`src/rtl/pxsel_pkg.sv`:
```
package pxsel_pkg;

    // Occupancy of the single output stage.
    typedef enum logic [1:0] {
        ST_EMPTY  = 2'd0,   // nothing held
        ST_LOOKUP = 2'd1,   // accepted last edge, palette data on its way in
        ST_HOLD   = 2'd2    // stalled pixel, colour captured locally
    } stage_state_e;

endpackage

```
`src/rtl/pxsel_decode.sv`:
```
// Classifies a pixel by its control code and reorders the true-colour
// channels from stored (blue high, red low) into output (red high) order.
module pxsel_decode #(
    parameter int CH_W        = 8,
    parameter int WORD_W      = 4 * CH_W,
    parameter int DIRECT_CODE = 3
) (
    input  logic [WORD_W-1:0]   direct_word,
    input  logic [WORD_W-1:0]   ctrl_word,
    output logic                is_direct,
    output logic [3*CH_W-1:0]   rgb_direct
);
    localparam int NCH    = 3;
    localparam int CODE_W = WORD_W - NCH * CH_W;

    logic [CODE_W-1:0] mode_code;
    assign mode_code = ctrl_word[WORD_W-1 -: CODE_W];
    assign is_direct = (mode_code == CODE_W'(DIRECT_CODE));

    // Channel c of the stored word lands in slot NCH-1-c of the output.
    for (genvar c = 0; c < NCH; c++) begin : g_swap
        assign rgb_direct[(NCH-1-c)*CH_W +: CH_W] = direct_word[c*CH_W +: CH_W];
    end

    // Bits that take no part in the decision are deliberately left out.
    logic unused_bits;
    assign unused_bits = ^{ctrl_word[WORD_W-CODE_W-1:0], direct_word[WORD_W-1 -: CODE_W]};

endmodule

```
`src/rtl/pxsel_stage.sv`:
```
// One-deep output stage aligning the registered true-colour path with the
// one-cycle palette read, and absorbing output back-pressure.
module pxsel_stage
    import pxsel_pkg::*;
#(
    parameter int RGB_W = 24
) (
    input  logic             clk,
    input  logic             rst_n,
    input  logic             in_fire,
    input  logic             in_direct,
    input  logic [RGB_W-1:0] in_rgb,
    input  logic [RGB_W-1:0] pal_data,
    input  logic             m_ready,
    output logic             m_valid,
    output logic [RGB_W-1:0] m_rgb,
    output logic             take_ok
);
    stage_state_e state_q, state_d;
    logic             dir_q;
    logic [RGB_W-1:0] dir_rgb_q;
    logic [RGB_W-1:0] hold_rgb_q;
    logic [RGB_W-1:0] lookup_rgb;

    assign lookup_rgb = dir_q ? dir_rgb_q : pal_data;

    // State register
    always_ff @(posedge clk) begin
        if (!rst_n) state_q <= ST_EMPTY;
        else        state_q <= state_d;
    end

    // Next-state logic
    always_comb begin
        state_d = state_q;
        unique case (state_q)
            ST_EMPTY:  if (in_fire) state_d = ST_LOOKUP;          // take
            ST_LOOKUP: begin
                if (!m_ready)     state_d = ST_HOLD;              // stall
                else if (in_fire) state_d = ST_LOOKUP;            // stream
                else              state_d = ST_EMPTY;             // drain
            end
            ST_HOLD: begin
                if (!m_ready)     state_d = ST_HOLD;              // wait
                else if (in_fire) state_d = ST_LOOKUP;            // refill
                else              state_d = ST_EMPTY;             // release
            end
            default:              state_d = ST_EMPTY;
        endcase
    end

    // Output logic
    always_comb begin
        m_valid = 1'b0;
        m_rgb   = hold_rgb_q;
        take_ok = 1'b1;
        unique case (state_q)
            ST_EMPTY:  begin m_valid = 1'b0; take_ok = 1'b1; end
            ST_LOOKUP: begin m_valid = 1'b1; m_rgb = lookup_rgb; take_ok = m_ready; end
            ST_HOLD:   begin m_valid = 1'b1; m_rgb = hold_rgb_q; take_ok = m_ready; end
            default:   begin m_valid = 1'b0; take_ok = 1'b1; end
        endcase
    end

    // Datapath registers
    always_ff @(posedge clk) begin
        if (!rst_n) begin
            dir_q      <= 1'b0;
            dir_rgb_q  <= '0;
            hold_rgb_q <= '0;
        end else begin
            if (in_fire) begin
                dir_q     <= in_direct;
                dir_rgb_q <= in_rgb;
            end
            if (state_q == ST_LOOKUP && !m_ready)
                hold_rgb_q <= lookup_rgb;
        end
    end

    // a blocked pixel keeps its colour and its valid flag
    assert_hold_stable_R7: assert property (@(posedge clk) disable iff (!rst_n)
        (m_valid && !m_ready) |=> (m_valid && $stable(m_rgb)));

    // an accepted pixel is presented on the next cycle
    assert_valid_after_take_R6: assert property (@(posedge clk) disable iff (!rst_n)
        in_fire |=> m_valid);

endmodule

```
`src/rtl/pix_source_sel.sv`:
```
// Per-pixel choice between true colour and palette colour.
module pix_source_sel #(
    parameter int CH_W        = 8,
    parameter int IDX_W       = 8,
    parameter int DIRECT_CODE = 3
) (
    input  logic                 clk,
    input  logic                 rst_n,
    input  logic                 s_valid,
    output logic                 s_ready,
    input  logic [IDX_W-1:0]     s_index,
    input  logic [4*CH_W-1:0]    s_direct,
    input  logic [4*CH_W-1:0]    s_ctrl,
    output logic                 m_valid,
    input  logic                 m_ready,
    output logic [3*CH_W-1:0]    m_rgb,
    output logic                 pal_rd_en,
    output logic [IDX_W-1:0]     pal_addr,
    input  logic [3*CH_W-1:0]    pal_data
);
    localparam int WORD_W = 4 * CH_W;
    localparam int RGB_W  = 3 * CH_W;

    logic             is_direct;
    logic [RGB_W-1:0] rgb_direct;
    logic             take_ok;
    logic             fire;

    pxsel_decode #(
        .CH_W        (CH_W),
        .WORD_W      (WORD_W),
        .DIRECT_CODE (DIRECT_CODE)
    ) u_decode (
        .direct_word (s_direct),
        .ctrl_word   (s_ctrl),
        .is_direct   (is_direct),
        .rgb_direct  (rgb_direct)
    );

    assign s_ready   = take_ok;
    assign fire      = s_valid && take_ok;
    assign pal_addr  = s_index;
    assign pal_rd_en = fire && !is_direct;

    pxsel_stage #(
        .RGB_W (RGB_W)
    ) u_stage (
        .clk       (clk),
        .rst_n     (rst_n),
        .in_fire   (fire),
        .in_direct (is_direct),
        .in_rgb    (rgb_direct),
        .pal_data  (pal_data),
        .m_ready   (m_ready),
        .m_valid   (m_valid),
        .m_rgb     (m_rgb),
        .take_ok   (take_ok)
    );

    // the palette is read only for an accepted indexed pixel
    assert_rd_only_indexed_R5: assert property (@(posedge clk) disable iff (!rst_n)
        pal_rd_en |-> (s_valid && s_ready &&
                       s_ctrl[WORD_W-1 -: WORD_W-RGB_W] != (WORD_W-RGB_W)'(DIRECT_CODE)));

    // a blocked output closes the input
    assert_block_closes_input_R9: assert property (@(posedge clk) disable iff (!rst_n)
        (m_valid && !m_ready) |-> !s_ready);

    // a true-colour pixel leaves with its channels swapped into output order
    assert_direct_colour_R2: assert property (@(posedge clk) disable iff (!rst_n)
        ($past(rst_n) && $past(s_valid && s_ready) &&
         $past(s_ctrl[WORD_W-1 -: WORD_W-RGB_W]) == (WORD_W-RGB_W)'(DIRECT_CODE))
        |-> (m_rgb == {$past(s_direct[CH_W-1:0]),
                       $past(s_direct[2*CH_W-1:CH_W]),
                       $past(s_direct[3*CH_W-1:2*CH_W])}));

endmodule

```
`config.mk`:
```
export PLATFORM = sky130hd
export DESIGN_NAME = pix_source_sel
export DESIGN_NICKNAME = d
export VERILOG_FILES = /design/src/rtl/pxsel_pkg.sv /design/src/rtl/pxsel_decode.sv /design/src/rtl/pxsel_stage.sv /design/src/rtl/pix_source_sel.sv
export SDC_FILE = /design/constraint.sdc
export NUM_CORES = 1
export LEC_CHECK = 0
export CELL_PAD_IN_SITES_DETAIL_PLACEMENT = 1
export CELL_PAD_IN_SITES_GLOBAL_PLACEMENT = 2
export CORE_AREA = 2 2 120 122
export CTS_CLUSTER_SIZE = 40
export DETAILED_ROUTE_END_ITERATION = 8
export DIE_AREA = 0 0 122 124
export PLACE_DENSITY = 0.83
export SLEW_MARGIN = 20
export SYNTH_ARGS = -nofsm -noshare
export SYNTH_HDL_FRONTEND = slang
export SYNTH_SLANG_ARGS = --single-unit
```
`constraint.sdc`:
```
create_clock -name clk -period 1.6 [get_ports clk]
set_clock_uncertainty 0.2 [all_clocks]
set_input_delay 0.32 -clock clk [delete_from_list [all_inputs] [get_ports clk]]
set_output_delay 0.32 -clock clk [all_outputs]
set_load 0.01 [all_outputs]
```
==> out/metrics.yaml, run 1 <==
floorplan:
  die_area_mm2: 0.0151
  dieHeight_um: 124
  fp.dieW_um: 122
  io_pins: 135
  core-area_mm2: 0.0137
  rows: 43
  initial_core_util_pct: 19.9
critical_path:
  worstSetupPathType: "reg2out"
  critPathLaunchType: "flop"
  crit_family: "buffers and inverters"
  worstSetupEndpointType: "primary output"
  crit_top_cell: "buf_4"
  critical_path.cell_chain: "inv_2 -> ha_4 -> buf_4 -> buf_12 -> nor2_4 -> a21oi_2 -> buf_4"
  cpPeakStageDelay_ps: 350
  arrival_ps: 1480
  cp_data_required_time_ps: 1080
  crit_fanout: 10
  crit_buf_inv: 4
  slowest_stage: "dfxtp_2"
power_and_ir_drop:
  p_clk_share_pct: 29.0
  internal-power_mw: 2.80
  powerDensity_mw_per_mm2: 765
  combPwrFrac_pct: 34.9
  power_mw: 3.96
  p_sw_share_pct: 29.3
  seq_power_share_pct: 36.1
  leakage_nw: 2.27
  p_switching_mw: 1.16
  vdd_drop_max_v: 0.000354
cts:
  clock_latency_ps: 290
  cts_tree: "done"
  clk_pin_slew_ps: 70
  root_buffer: "clkbuf_16"
  clk_path_buf_depth: 2
  cts_sinks: 51
  cts_buffers: 5
  htreeDepth: 2
routing:
  drt_iter0_markers: 99
  wl_per_cell_um: 18.0
  route.detailed.drc: 0
  dr_total_vias: 2778
  ant_nets: 0
  via_per_inst: 4.61
  drt-pass1-iter-count: 4
  drt_wl_total_um: 10800
final_layout:
  multi_input_area_mm2: 0.00212
  area_delta_synth_final_pct: 89.2
  post-route-util_pct: 37.7
  fin_nets: 525
  layout_common_cells: "clkdlybuf4s50_1 (54), dfxtp_1 (48), buf_4 (27)"
  nFillCells: 1507
  antenna_cells: 0
  drive_gt1_share_pct: 50.6
  layout_commonest_cell: "clkdlybuf4s50_1"
  ff_latch_area_mm2: 0.00103
grt:
  grt_max_degree: 53
  grt.met1_usage_pct: 15.1
  grt-ovfl-total: 0
  antenna_found_initial: 0
  gr-usage-met3_pct: 2.29
  grt_pass1_vias: 2925
  grt_pass1_wl_um: 15200
  global_route.peak_usage_layer: "met2"
  track_usage_pct: 13.0
  grt_use_met2_pct: 24.7
timing:
  rsz0062_at_grt: "yes"
  tightest_slew_ps: 577
  relSlewSlack_pct: 61.5
  finalCritPeriodShare_pct: 125
  fin_ws_ps: -395
  hold_viol_final: 0
  drv_slew: 0
  finalSetupTns_ps: -20090
  setup_violations: 77
  period_needed_ps: 2000
  max_freq_mhz: 501
synthesis:
  async_flop_share_pct: 0
  yosysUniqueCellTypes: 26
  avgSynthCellArea_um2: 8.91
  synth_edf_count: 0
  ys_ff_latch: 51
  synthCells: 307
  yosys_warnings: 0
  yosysSeqAreaShare_pct: 37.3
  synth_area_mm2: 0.00273
  synth_nets: 410
  synthFlopType: "dfxtp_1"
flow_run:
  maxCapViolCount: 0
status:
  outcome: "finished, violations left"
  violations: "negative setup slack"
placed_design:
  dp_hpwl_um: 6100
  io_buffers: 86
  place_ws_ps: -739
  place.gp.congestion: 0.715
worst_hold_path:
  hp-class: "in2reg"
==> power by group through the flow <==
stage | Combinational, mW | Sequential [mW] | Clock (mW)
floorplan | 0.521 | 1.42 | 0
global placement | 0.985 | 1.42 | 0
detailed placement | 1.00 | 1.43 | 0
CTS | 1.27 | 1.42 | 1.20
global route | 1.48 | 1.44 | 1.23
finish | 1.38 | 1.43 | 1.15
==> worst paths after layout <==
path	cells after the start	slack [ps]	start	end
hold / removal	2	180	rst_n	u_stage.dir_rgb_q[23]$_SDFFE_PN0P_
hold reg to reg	1	310	u_stage.hold_rgb_q[3]$_SDFFE_PN0P_	u_stage.hold_rgb_q[3]$_SDFFE_PN0P_
setup reg to reg	8	-360	u_stage.state_q[1]$_SDFFE_PN0P_	u_stage.dir_rgb_q[20]$_SDFFE_PN0P_
setup / recovery	7	-400	u_stage.state_q[1]$_SDFFE_PN0P_	m_rgb[23]
==> kinds of logic (layout without fill, tap and decap cells) <==
logic type,count (synthesis),after routing,share of synthesized area [%]
AO/OA/AOI/OAI,102,102,27.8
AND/OR/NAND/NOR,87,87,15.3
flip-flops,51,51,37.3
buffers and inverters,40,156,9.38
multiplexers,24,24,8.79
adder cells (fa/ha/maj),3,3,1.37
==> routing by layer <==
metal  up-vias  share of wire, %  routed length [um]
met5         -                 0                   0
met2        68                51                5540
li1       1306                 -                   -
met1      1393                44                4730
met4         0               1.0                 109
met3        11               4.3                 463
==> per-stage QoR <==
step,std cells,hold slack [ps],cell area [um^2]
floorplan,307,272,2820
global placement,564,280,3950
detailed placement,564,288,3950
CTS,596,179,4760
global route,603,199,5170
finish,603,184,5170
==> final cells by class <==
type                       count  area share, %
sequential                    51           19.9
clock buffer                   8           3.02
multi-input combinational    216           41.0
timing repair buffer         146           31.6
tap                          180           4.36
inverter                       2          0.145
==> registers in the layout (all words and copies together), names as in the netlist <==
| name | count |
|---|---|
| u_stage.hold_rgb_q | 24 |
| u_stage.state_q | 2 |
| u_stage.dir_rgb_q | 24 |
| u_stage.dir_q | 1 |
==> timing repair <==
action,CTS,global route
pin swaps,9,29
buffers inserted,19,2
endpoints found under the setup margin,78,78
hold endpoints to repair,0,0
hold buffers,0,0
gates cloned,6,7
resized for setup,221,66
==> synthesized netlist by cell type, types with 2 or more instances <==
library cell	count	area, um^2
clkbuf_2	2	10.0
a21oi_1	27	135
nand2_1	28	105
inv_1	2	7.51
buf_6	8	90.1
and3_1	24	150
nor2_1	26	97.6
o211a_1	24	240
buf_1	3	11.3
buf_2	5	25.0
a21boi_0	24	180
buf_4	10	75.1
nand2b_1	2	12.5
clkbuf_1	10	37.5
ha_1	3	37.5
o21a_1	26	195
dfxtp_1	51	1020
mux2i_1	24	240
No activity file was read; power rests on OpenSTA's default activity.
==> run 2: changes to the inputs <==
--- a/config.mk
+++ b/config.mk
@@ -12,6 +12,7 @@
 export DETAILED_ROUTE_END_ITERATION = 8
 export DIE_AREA = 0 0 122 124
 export PLACE_DENSITY = 0.83
+export SETUP_SLACK_MARGIN = 0.02
 export SLEW_MARGIN = 20
 export SYNTH_ARGS = -nofsm -noshare
 export SYNTH_HDL_FRONTEND = slang
==> out/metrics.yaml, run 2 (synthesis gave the netlist of run 1 again) <==
status:
  outcome: "finished, violations left"
  violations: "negative setup slack"
cts:
  cts_buffers: 5  # unchanged
  cts_tree: "done"
  clk_path_buf_depth: 2  # unchanged
  root_buffer: "clkbuf_16"
  clk_pin_slew_ps: 70  # about the same
  cts_hold_buf: 0  # unchanged
  htreeDepth: 2  # unchanged
  cts_sinks: 51  # unchanged
  clock_latency_ps: 300  # about the same
final_layout:
  area_delta_synth_final_pct: 89.1  # about the same
  top_regs: "u_stage.dir_rgb_q x24, u_stage.hold_rgb_q x24, u_stage.state_q x2"
  layout_common_cells: "clkdlybuf4s50_1 (57), dfxtp_1 (48), buf_4 (28)"
  fin_nets: 526  # +0.19%
  fin_area_mm2: 0.00517  # about the same
  antenna_cells: 0  # unchanged
  layout_commonest_cell: "clkdlybuf4s50_1"
  drive_gt1_share_pct: 47.6  # -2.9 points
  post-route-util_pct: 37.7  # about the same
placed_design:
  dp_hpwl_um: 6120  # +0.27%
  place.gp.congestion: 0.685  # -4.2%
  io_buffers: 86  # unchanged
  place_ws_ps: -688  # +51.2 ps
  place_area_mm2: 0.00408  # +3.3%
floorplan:
  fp.dieW_um: 122  # unchanged
  initial_core_util_pct: 19.9  # unchanged
  io_pins: 135  # unchanged
  die_area_mm2: 0.0151  # unchanged
  dieHeight_um: 124  # unchanged
  core-area_mm2: 0.0137  # unchanged
  rows: 43  # unchanged
worst_hold_path:
  hold_depth: 3  # +1
  hp-class: "in2reg"
  min-delay-start: "s_valid"
  min_to: "u_stage.dir_q$_SDFFE_PN0P_"
critical_path:
  worstSetupPathType: "reg2out"
  crit_fanout: 4  # -6
  r2r_setup_slack_ps: -340  # +20 ps
  r2r-end: "u_stage.dir_rgb_q[23]$_SDFFE_PN0P_"
  reg2reg_depth: 9  # +1
  reg2reg_from: "u_stage.state_q[1]$_SDFFE_PN0P_"
  cp_data_required_time_ps: 1080  # about the same
  worstSetupEndpointType: "primary output"
  critPathLaunchType: "flop"
  arrival_ps: 1490  # about the same
grt:
  grt_pass1_vias: 3037  # +3.8%
  grt_max_degree: 53  # unchanged
  grt-ovfl-total: 0  # unchanged
  antenna_found_initial: 0  # unchanged
  track_usage_pct: 14.6  # +1.7 points
  grt_pass1_wl_um: 16500  # +8.3%
power_and_ir_drop:
  internal-power_mw: 2.76  # -1.2%
  powerDensity_mw_per_mm2: 769  # +0.53%
  vdd_drop_max_v: 0.000375  # +6.0%
  combPwrFrac_pct: 36.8  # +1.9 points
  leakage_nw: 2.18  # -4.0%
  p_sw_share_pct: 30.5  # +1.2 points
  p_clk_share_pct: 27.2  # -1.8 points
  p_switching_mw: 1.21  # +4.5%
  seq_power_share_pct: 35.9  # -0.2 points
timing:
  relSlewSlack_pct: 56.8  # -4.7 points
  drv_slew: 0  # unchanged
  max_freq_mhz: 497  # -0.93%
  finalCritPeriodShare_pct: 126  # +1.2 points
  holdWs_ps: 152  # -32.0 ps
  rsz0062_at_grt: "yes"
  hold_viol_final: 0  # unchanged
  finalSetupTns_ps: -17560  # +2530 ps
  fin_ws_ps: -414  # -18.8 ps
  tightest_slew_ps: 648  # +70.7 ps
  setup_violations: 77  # unchanged
  period_needed_ps: 2010  # +18.8 ps
routing:
  wl_met1_um: 4830  # +2.0%
  dr_total_vias: 2732  # -1.7%
  via_per_inst: 4.52  # -1.8%
  wl_met2_um: 5760  # +4.0%
  route.detailed.drc: 0  # unchanged
  drt-pass1-iter-count: 4  # unchanged
  dr_wl_met3_um: 421  # -9.1%
  drt_wl_total_um: 11100  # +2.5%
  wl_per_cell_um: 18.4  # +2.3%
  drt_iter0_markers: 55  # -44%
  top_layer_used: "met4"
  ant_nets: 0  # unchanged
flow_run:
  maxCapViolCount: 0  # unchanged
run 2: changes by cell type in the layout (fill, tap and decap cells not counted), moves of 4 or more:
cell      before  now
buf_6         15   21
nand2_1        6   27
and3_1         7    0
a21boi_0      19   14
and3_4        17   24
nand2_4        8    1
nand2_2       14    0
a21boi_2       4    8
a21oi_4        4   15
a21oi_2       21    8
run 2: cell type report:
class                      instances  area (um^2)
clock buffer                       7          133
inverter                           2         10.0
sequential                        51         1030
fill                            1517         8550
tap                              180          225
multi-input combinational        216         2140
clock inverter                     1         5.00
timing repair buffer             147         1620
run 2: worst max-delay path by stage:
stage | startpoint | endpoint | slack (ps) | depth (start not counted)
floorplan | u_stage.state_q[1]$_SDFFE_PN0P_ | pal_rd_en | -60 | 7
global placement | s_ctrl[29] | pal_rd_en | -660 | 5
detailed placement | s_ctrl[29] | pal_rd_en | -690 | 5
CTS | u_stage.dir_q$_SDFFE_PN0P_ | m_rgb[14] | -430 | 5
global route | u_stage.state_q[1]$_SDFFE_PN0P_ | m_rgb[15] | -450 | 7
finish | u_stage.state_q[1]$_SDFFE_PN0P_ | m_rgb[21] | -410 | 7
run 2: worst max-delay path, cell delays in order (launching register included):
cell and delay, ps:
dfxtp_2 340, inv_2 60, ha_4 170, buf_8 140, clkbuf_16 160, nor2_1 120
a21oi_2 50, buf_2 140
run 2: power groups by stage:
stage	logic (mW)	registers, mW	clock network [mW]
floorplan	0.605	1.42	0
finish	1.46	1.43	1.08
global placement	1.06	1.42	0
CTS	1.37	1.42	1.14
global route	1.56	1.44	1.18
detailed placement	1.09	1.43	0
run 2: what timing repair did:
item                                    CTS  global route
buffers inserted                         14            11
resized for setup                       237            41
endpoints found under the setup margin   77            78
gates cloned                              9             4
pin swaps                                17            46
run 2: layer usage:
metal | up-vias | GRT usage (%)
met5 | - | 0
met2 | 58 | 26.9
met1 | 1360 | 17.2
met3 | 8 | 3.30
li1 | 1306 | -
met4 | 0 | 3.74
run 2: metrics by stage:
stage          instances  total power, mW
2_1_floorplan        307             2.02
3_3_place_gp         567             2.48
3_5_place_dp         567             2.52
4_1_cts              598             3.94
5_1_grt              604             4.19
6_report             604             3.98
